File: config.mk
export PLATFORM = sky130hd
export DESIGN_NAME = busy_gen
export DESIGN_NICKNAME = d
export VERILOG_FILES = /design/src/rtl/busy_pkg.sv /design/src/rtl/busy_ctrl.sv /design/src/rtl/busy_dp.sv /design/src/rtl/busy_gen.sv
export SDC_FILE = /design/constraint.sdc
export NUM_CORES = 1
export LEC_CHECK = 0
export ABC_AREA = 1
export BUFFER_PORTS_ARGS = -buffer_cell sky130_fd_sc_hd__buf_2
export CORE_AREA = 4 4 152 154
export CTS_CLUSTER_SIZE = 8
export DETAILED_ROUTE_END_ITERATION = 7
export DIE_AREA = 0 0 156 158
export GPL_TIMING_DRIVEN = 0
export SLEW_MARGIN = 25
export SYNTH_ARGS = -nofsm -noshare
export SYNTH_HDL_FRONTEND = slang
export SYNTH_SLANG_ARGS = --single-unit
File: constraint.sdc
create_clock -name clk -period 6.14 [get_ports clk]
set_clock_uncertainty 0.2 [all_clocks]
set_input_delay 1.228 -clock clk [delete_from_list [all_inputs] [get_ports clk]]
set_output_delay 1.228 -clock clk [all_outputs]
set_load 0.005 [all_outputs]
File: src/rtl/busy_pkg.sv
package busy_pkg;
  localparam int CNT_W  = 4;
  localparam int LVL_W  = 6;
  localparam int TIME_W = 16;
  localparam int BT_W   = 32;
  localparam int ADDR_W = 3;

  localparam logic [ADDR_W-1:0] ADDR_STATUS = 3'd0;
  localparam logic [ADDR_W-1:0] ADDR_HOLD   = 3'd1;
  localparam logic [ADDR_W-1:0] ADDR_BURST  = 3'd2;
  localparam logic [ADDR_W-1:0] ADDR_LEAK   = 3'd3;
  localparam logic [ADDR_W-1:0] ADDR_MODE   = 3'd4;
  localparam logic [ADDR_W-1:0] ADDR_BTLO   = 3'd5;
  localparam logic [ADDR_W-1:0] ADDR_BTHI   = 3'd6;

  typedef struct packed {
    logic stepTick;
    logic leakPulse;
    logic holdActive;
  } ctrlStrobes_t;
endpackage

File: src/rtl/busy_ctrl.sv
module busy_ctrl
  import busy_pkg::*;
#(
  parameter int STEP_CYCLES = 400
) (
  input  logic              clk,
  input  logic              rstN,
  input  logic              l1Accept,
  input  logic [TIME_W-1:0] holdTime,
  input  logic [TIME_W-1:0] leakPeriod,
  output ctrlStrobes_t      strb
);
  localparam int PS_W = (STEP_CYCLES > 1) ? $clog2(STEP_CYCLES) : 1;
  localparam logic [PS_W-1:0] PS_LAST = PS_W'(STEP_CYCLES - 1);

  logic [PS_W-1:0]   psCnt;
  logic [TIME_W-1:0] leakCnt;
  logic [TIME_W-1:0] holdCnt;
  logic              tick;
  logic              leakDue;

  assign tick    = (psCnt == PS_LAST);
  assign leakDue = tick && ((leakCnt + 1'b1) >= leakPeriod);

  always_ff @(posedge clk or negedge rstN) begin
    if (!rstN) psCnt <= '0;
    else if (tick) psCnt <= '0;
    else psCnt <= psCnt + 1'b1;
  end

  always_ff @(posedge clk or negedge rstN) begin
    if (!rstN) leakCnt <= '0;
    else if (leakDue) leakCnt <= '0;
    else if (tick) leakCnt <= leakCnt + 1'b1;
  end

  always_ff @(posedge clk or negedge rstN) begin
    if (!rstN) holdCnt <= '0;
    else if (l1Accept) holdCnt <= holdTime;
    else if (tick && holdCnt != '0) holdCnt <= holdCnt - 1'b1;
  end

  assign strb.stepTick   = tick;
  assign strb.leakPulse  = leakDue;
  assign strb.holdActive = (holdCnt != '0);

  // a nonzero hold time starts the hold on the next cycle
  a_r4_hold_starts: assert property (@(posedge clk) disable iff (!rstN)
    (l1Accept && holdTime != '0) |=> strb.holdActive);

  // step ticks are single-cycle pulses
  generate
    if (STEP_CYCLES > 1) begin : g_tickChk
      a_r10_tick_single: assert property (@(posedge clk) disable iff (!rstN)
        strb.stepTick |=> !strb.stepTick);
    end
  endgenerate
endmodule

File: src/rtl/busy_dp.sv
module busy_dp
  import busy_pkg::*;
#(
  parameter int HOLD_RESET  = 10,
  parameter int LIMIT_RESET = 4
) (
  input  logic              clk,
  input  logic              rstN,
  input  logic              regWe,
  input  logic [ADDR_W-1:0] regAddr,
  input  logic [15:0]       regWdata,
  output logic [15:0]       regRdata,
  input  logic              l1Accept,
  input  logic              bufInc,
  input  logic              bufDec,
  input  logic              rxReady,
  input  logic              trigRxBusy,
  input  logic              sparseTwoBuf,
  input  ctrlStrobes_t      strb,
  output logic [TIME_W-1:0] holdTime,
  output logic [TIME_W-1:0] leakPeriod,
  output logic              busy
);
  localparam logic [CNT_W-1:0] CNT_MAX = '1;
  localparam logic [LVL_W-1:0] LVL_MAX = '1;

  logic [CNT_W-1:0] bufLimit, bufCount;
  logic [LVL_W-1:0] burstSize, level;
  logic             sparseEn;
  logic [BT_W-1:0]  busyTime;
  logic [5:0]       causes;
  logic [15:0]      status;

  always_ff @(posedge clk or negedge rstN) begin
    if (!rstN) begin
      bufLimit   <= CNT_W'(LIMIT_RESET);
      holdTime   <= TIME_W'(HOLD_RESET);
      burstSize  <= '0;
      leakPeriod <= '0;
      sparseEn   <= 1'b0;
    end else if (regWe) begin
      case (regAddr)
        ADDR_STATUS: bufLimit   <= regWdata[CNT_W-1:0];
        ADDR_HOLD:   holdTime   <= regWdata[TIME_W-1:0];
        ADDR_BURST:  burstSize  <= regWdata[LVL_W-1:0];
        ADDR_LEAK:   leakPeriod <= regWdata[TIME_W-1:0];
        ADDR_MODE:   sparseEn   <= regWdata[1];
        default: ;
      endcase
    end
  end

  always_ff @(posedge clk or negedge rstN) begin
    if (!rstN) bufCount <= '0;
    else if (bufInc && !bufDec && bufCount != CNT_MAX) bufCount <= bufCount + 1'b1;
    else if (bufDec && !bufInc && bufCount != '0) bufCount <= bufCount - 1'b1;
  end

  always_ff @(posedge clk or negedge rstN) begin
    if (!rstN) level <= '0;
    else if (l1Accept && !strb.leakPulse && level != LVL_MAX) level <= level + 1'b1;
    else if (strb.leakPulse && !l1Accept && level != '0) level <= level - 1'b1;
  end

  always_ff @(posedge clk or negedge rstN) begin
    if (!rstN) busyTime <= '0;
    else if (busy) busyTime <= busyTime + 1'b1;
  end

  assign causes = {!rxReady,
                   (bufCount >= bufLimit),
                   strb.holdActive,
                   trigRxBusy,
                   (burstSize != '0) && (level >= burstSize),
                   sparseEn && sparseTwoBuf};
  assign busy   = |causes;
  assign status = {causes, 2'b00, bufCount, bufLimit};

  always_comb begin
    case (regAddr)
      ADDR_STATUS: regRdata = status;
      ADDR_HOLD:   regRdata = holdTime;
      ADDR_BURST:  regRdata = 16'(burstSize);
      ADDR_LEAK:   regRdata = leakPeriod;
      ADDR_MODE:   regRdata = {14'd0, sparseEn, 1'b0};
      ADDR_BTLO:   regRdata = busyTime[15:0];
      ADDR_BTHI:   regRdata = busyTime[31:16];
      default:     regRdata = '0;
    endcase
  end

  // the buffer count holds at its top value
  a_r2_count_sat: assert property (@(posedge clk) disable iff (!rstN)
    (bufInc && !bufDec && bufCount == CNT_MAX) |=> bufCount == CNT_MAX);

  // a leak on an empty bucket leaves it empty
  a_r7_no_underflow: assert property (@(posedge clk) disable iff (!rstN)
    (strb.leakPulse && !l1Accept && level == '0) |=> level == '0);

  // the busy-time counter is frozen while idle
  a_r8_idle_frozen: assert property (@(posedge clk) disable iff (!rstN)
    !busy |=> $stable(busyTime));

  // the bucket never wraps from full to empty
  a_r6_no_wrap: assert property (@(posedge clk) disable iff (!rstN)
    (level == LVL_MAX && !strb.leakPulse) |=> level == LVL_MAX);
endmodule

File: src/rtl/busy_gen.sv
module busy_gen
  import busy_pkg::*;
#(
  parameter int STEP_CYCLES = 400,
  parameter int HOLD_RESET  = 10,
  parameter int LIMIT_RESET = 4
) (
  input  logic        clk,
  input  logic        rstN,
  input  logic        regWe,
  input  logic [2:0]  regAddr,
  input  logic [15:0] regWdata,
  output logic [15:0] regRdata,
  input  logic        l1Accept,
  input  logic        bufInc,
  input  logic        bufDec,
  input  logic        rxReady,
  input  logic        trigRxBusy,
  input  logic        sparseTwoBuf,
  output logic        busy
);
  ctrlStrobes_t      strb;
  logic [TIME_W-1:0] holdTime;
  logic [TIME_W-1:0] leakPeriod;

  busy_ctrl #(.STEP_CYCLES(STEP_CYCLES)) u_ctrl (
    .clk(clk), .rstN(rstN), .l1Accept(l1Accept),
    .holdTime(holdTime), .leakPeriod(leakPeriod), .strb(strb)
  );

  busy_dp #(.HOLD_RESET(HOLD_RESET), .LIMIT_RESET(LIMIT_RESET)) u_dp (
    .clk(clk), .rstN(rstN), .regWe(regWe), .regAddr(regAddr),
    .regWdata(regWdata), .regRdata(regRdata), .l1Accept(l1Accept),
    .bufInc(bufInc), .bufDec(bufDec), .rxReady(rxReady),
    .trigRxBusy(trigRxBusy), .sparseTwoBuf(sparseTwoBuf), .strb(strb),
    .holdTime(holdTime), .leakPeriod(leakPeriod), .busy(busy)
  );

  // a flag input that raises a cause raises BUSY at once
  a_r1_flags_busy: assert property (@(posedge clk) disable iff (!rstN)
    (!rxReady || trigRxBusy) |-> busy);
endmodule

==> impl_metrics.tcl <==
set metrics [dict create \
    die_h_microns 158 \
    criticalPathCategory "in2out" \
    fin_cells 1285 \
    worst_slew_pin_slew_ns 0.7497 \
    drt-wirelength-per-cell_microns 15.84 \
    path_delay_family "buffers and inverters" \
    grt_pass1_wl_microns 33060 \
    port_buffers 42 \
    area_growth_syn_to_layout_pct 15.99 \
    p_per_area_nw_per_um2 328.6 \
    clk_path_buf_depth 2 \
    r2r_cells 23 \
    die_x_microns 156 \
    hp-start "u_ctrl.psCnt[0]$_DFF_PN0_" \
    grt-ovfl-total 0 \
    crit_fanout 10 \
    grt_usage 0.1718 \
    fp.dieArea_sq_um 24650 \
    ant_nets 0 \
    rsz0062_at_grt "no" \
    syn_area_sq_um 7475 \
    fillers 2205 \
    dr_total_vias 6413 \
    fin_setup_tns_ns 0 \
    clockRootBuffer "clkbuf_16" \
    period_share 0.7688 \
    htree_levels 4 \
    leakage_nw 4.323 \
    cp_slowest_stage_delay_ns 0.49 \
    dp.cells 1253 \
    syn-num-nets 996 \
    gp_congestion 0.8574 \
    maxCapViolations 0 \
    synth_cells 930 \
    hold_violations 0 \
    grt_start_max_net_pins 76 \
    synth_ff_type "dfrtp_1" \
    synth_area_leaders "dfrtp_1 (41%), nand2_1 (9.6%), inv_1 (7.9%)" \
    hp-class "reg2reg" \
    relSlewSlack 0.4964 \
    postCtsHoldBufs 0 \
    synth_top_area_frac 0.4118 \
    antenna_found_initial 0 \
    ios 45 \
    syn_avg_cell_area_sq_um 8.037 \
    multi_input_area_sq_um 3627 \
    synth_warnings 0 \
    max_clock_freq_ghz 0.2118 \
    crit_arrival_ns 3.29 \
    r2r_end "u_dp.level[5]$_DFFE_PN0P_" \
    yosys.area.top_type "dfrtp_1" \
    drt_first_iter_violations 593 \
    status "finished, final reports clean" \
    min_to "u_ctrl.psCnt[0]$_DFF_PN0_" \
    rrSetupSlack_ns 1.86 \
    seq_area_sq_um 3157 \
    design.core.area_sq_um 21690 \
    yosys_register_bits 126 \
    row_count 54 \
    worst_ep_required_time_ns 4.71 \
    nets 1058 \
    wl_microns 20360 \
    setup_violations 0 \
    r2r-start "u_ctrl.leakCnt[5]$_DFFE_PN0P_" \
    clk-insertion-delay-late_ns 0.42 \
    drive_gt1_frac 0.1055 \
    viasPerCell 4.991 \
    crit_buf_inv 5 \
    cts_buffers 17 \
    crit_path_end_kind "primary output" \
    diodes 0 \
    dr.pass1.iters 5 \
    start_util 0.3446 \
    start_kind "input pin" \
    clock_sink_count 126 \
    synth_cell_types 47 \
    cts_setup_buffers 0 \
    dpl.hpwl_microns 15720 \
    cts_tree "built" \
    drcViolationCount 0 \
    path_cells "buf_2, inv_1, nor3_1, inv_1, clkbuf_1, o22ai_1, a221oi_1, o21ai_0, buf_2" \
    cpMaxStageDelayCell "nor3_1" \
    min_period_ns 4.721 \
    async_flop_share 1.000 \
    slew_violations 0 \
    whs_path_depth 1 \
    synth_edf_count 0 \
    cts.clk_slew.worst_paths_ns 0.06 \
    cts_resized 0 \
    ir_drop_mv 0.1782 \
    yosysSeqAreaShare 0.4223 \
    grt_pass1_vias 6237 \
]
## kinds of logic after synthesis
kind of cell | synth area share
compound gates | 0.1235
xor+xnor | 0.07382
fa+ha+maj | 0.06562
buf+inv | 0.09240
flops | 0.4223
simple gates | 0.2223
## worst register-to-register path: cells and delay by family, from the launching register on
family | cells | cell delay (ns)
AOI/OAI and AO/OA | 6 | 0.95
adders and majority gates | 2 | 0.70
DFF | 1 | 0.39
and+or+nand+nor | 12 | 1.76
buffers and inverters | 3 | 0.22
## stage by stage
| step | setup slack [ns] | cell area [sq um] | utilization | power, mW | hold slack [ns] |
|---|---|---|---|---|---|
| 2_1_floorplan | 2.393 | 7475 | - | 1.590 | 0.2329 |
| 3_3_place_gp | 1.475 | 8035 | 0.3705 | 1.806 | 0.2478 |
| 3_5_place_dp | 1.489 | 8073 | 0.3722 | 1.828 | 0.2602 |
| 4_1_cts | 1.479 | 8670 | 0.3997 | 2.861 | 0.2681 |
| 5_1_grt | 1.238 | 8670 | 0.3997 | 3.033 | 0.2972 |
| 6_report | 1.419 | 8670 | 0.3997 | 2.849 | 0.2640 |
## metal layers
| layer | up-vias | wire, microns | track usage |
|---|---|---|---|
| met5 | - | 0 | 0 |
| met4 | 0 | 297 | 0.04710 |
| met3 | 19 | 1136 | 0.03991 |
| met2 | 159 | 9379 | 0.2683 |
| met1 | 3054 | 9542 | 0.2399 |
| li1 | 3181 | - | - |
## state kept, by name, indices dropped and copies added (netlist names)
signal	count
u_ctrl.holdCnt	16
u_dp.level	6
u_ctrl.leakCnt	16
u_dp.burstSize	6
u_dp.leakPeriod	16
u_dp.bufCount	4
u_ctrl.psCnt	9
u_dp.sparseEn	1
u_dp.holdTime	16
u_dp.busyTime	32
u_dp.bufLimit	4
## layout by cell type, fill, tap and decap left out, types with 7 or more instances in the layout
master     count
nand3_1       33
nor2_1        63
a221oi_1       7
a21oi_1       30
o21ai_0       69
buf_2         44
o211ai_1      10
nor3_1        18
inv_1        158
ha_1          36
clkbuf_16     17
nand4_1       19
o22ai_1       19
xor2_1        57
nand2_1      192
clkbuf_1      13
dfrtp_1      123
o221ai_1       7
nor4_1        10
## layout make-up
cell class                      instances  area share
Multi-Input combinational cell        625      0.4184
Sequential cell                       126      0.3641
Inverter                              160     0.06927
Clock buffer                           18     0.04950
Tap cell                              280     0.04041
Timing Repair Buffer                   43     0.02858
Clock inverter                         14     0.01934
Buffer                                 19     0.01039
## report_power, final
group          total (mW)  internal [mW]  switching, mW
logic               0.686          0.267          0.419
clock network        1.03          0.637          0.388
registers            1.14          0.973          0.165
## worst max-delay path by stage
stage / from / endpoint / slack (ns) / cells past startpoint
floorplan: regAddr[2] / regRdata[11] / 2.39 / 8
global placement: regAddr[2] / regRdata[15] / 1.47 / 9
detailed placement: regAddr[2] / regRdata[15] / 1.49 / 9
CTS: regAddr[2] / regRdata[15] / 1.48 / 9
global route: u_ctrl.leakCnt[0]$_DFFE_PN0P_ / u_dp.level[5]$_DFFE_PN0P_ / 1.24 / 25
finish: regAddr[2] / regRdata[15] / 1.42 / 9
## synthesized netlist by cell type (2+ instances only)
library cell and n:
a21oi_1 30, a221oi_1 7, a22oi_1 5, and3_1 2, buf_1 2, buf_2 3, buf_6 2, clkbuf_1 12
dfrtp_1 123, dfstp_2 3, fa_1 2, ha_1 36, inv_1 158, nand2_1 192, nand2_2 6, nand3_1 33
nand3b_1 4, nand4_1 19, nor2_1 63, nor2_2 4, nor2_4 3, nor3_1 18, nor3_2 2, nor4_1 10
o2111ai_1 4, o211ai_1 10, o21ai_0 69, o221ai_1 7, o22ai_1 19, or2_2 4, xnor2_1 6, xor2_1 57
Note: power is estimated with default switching activity, not from simulation.
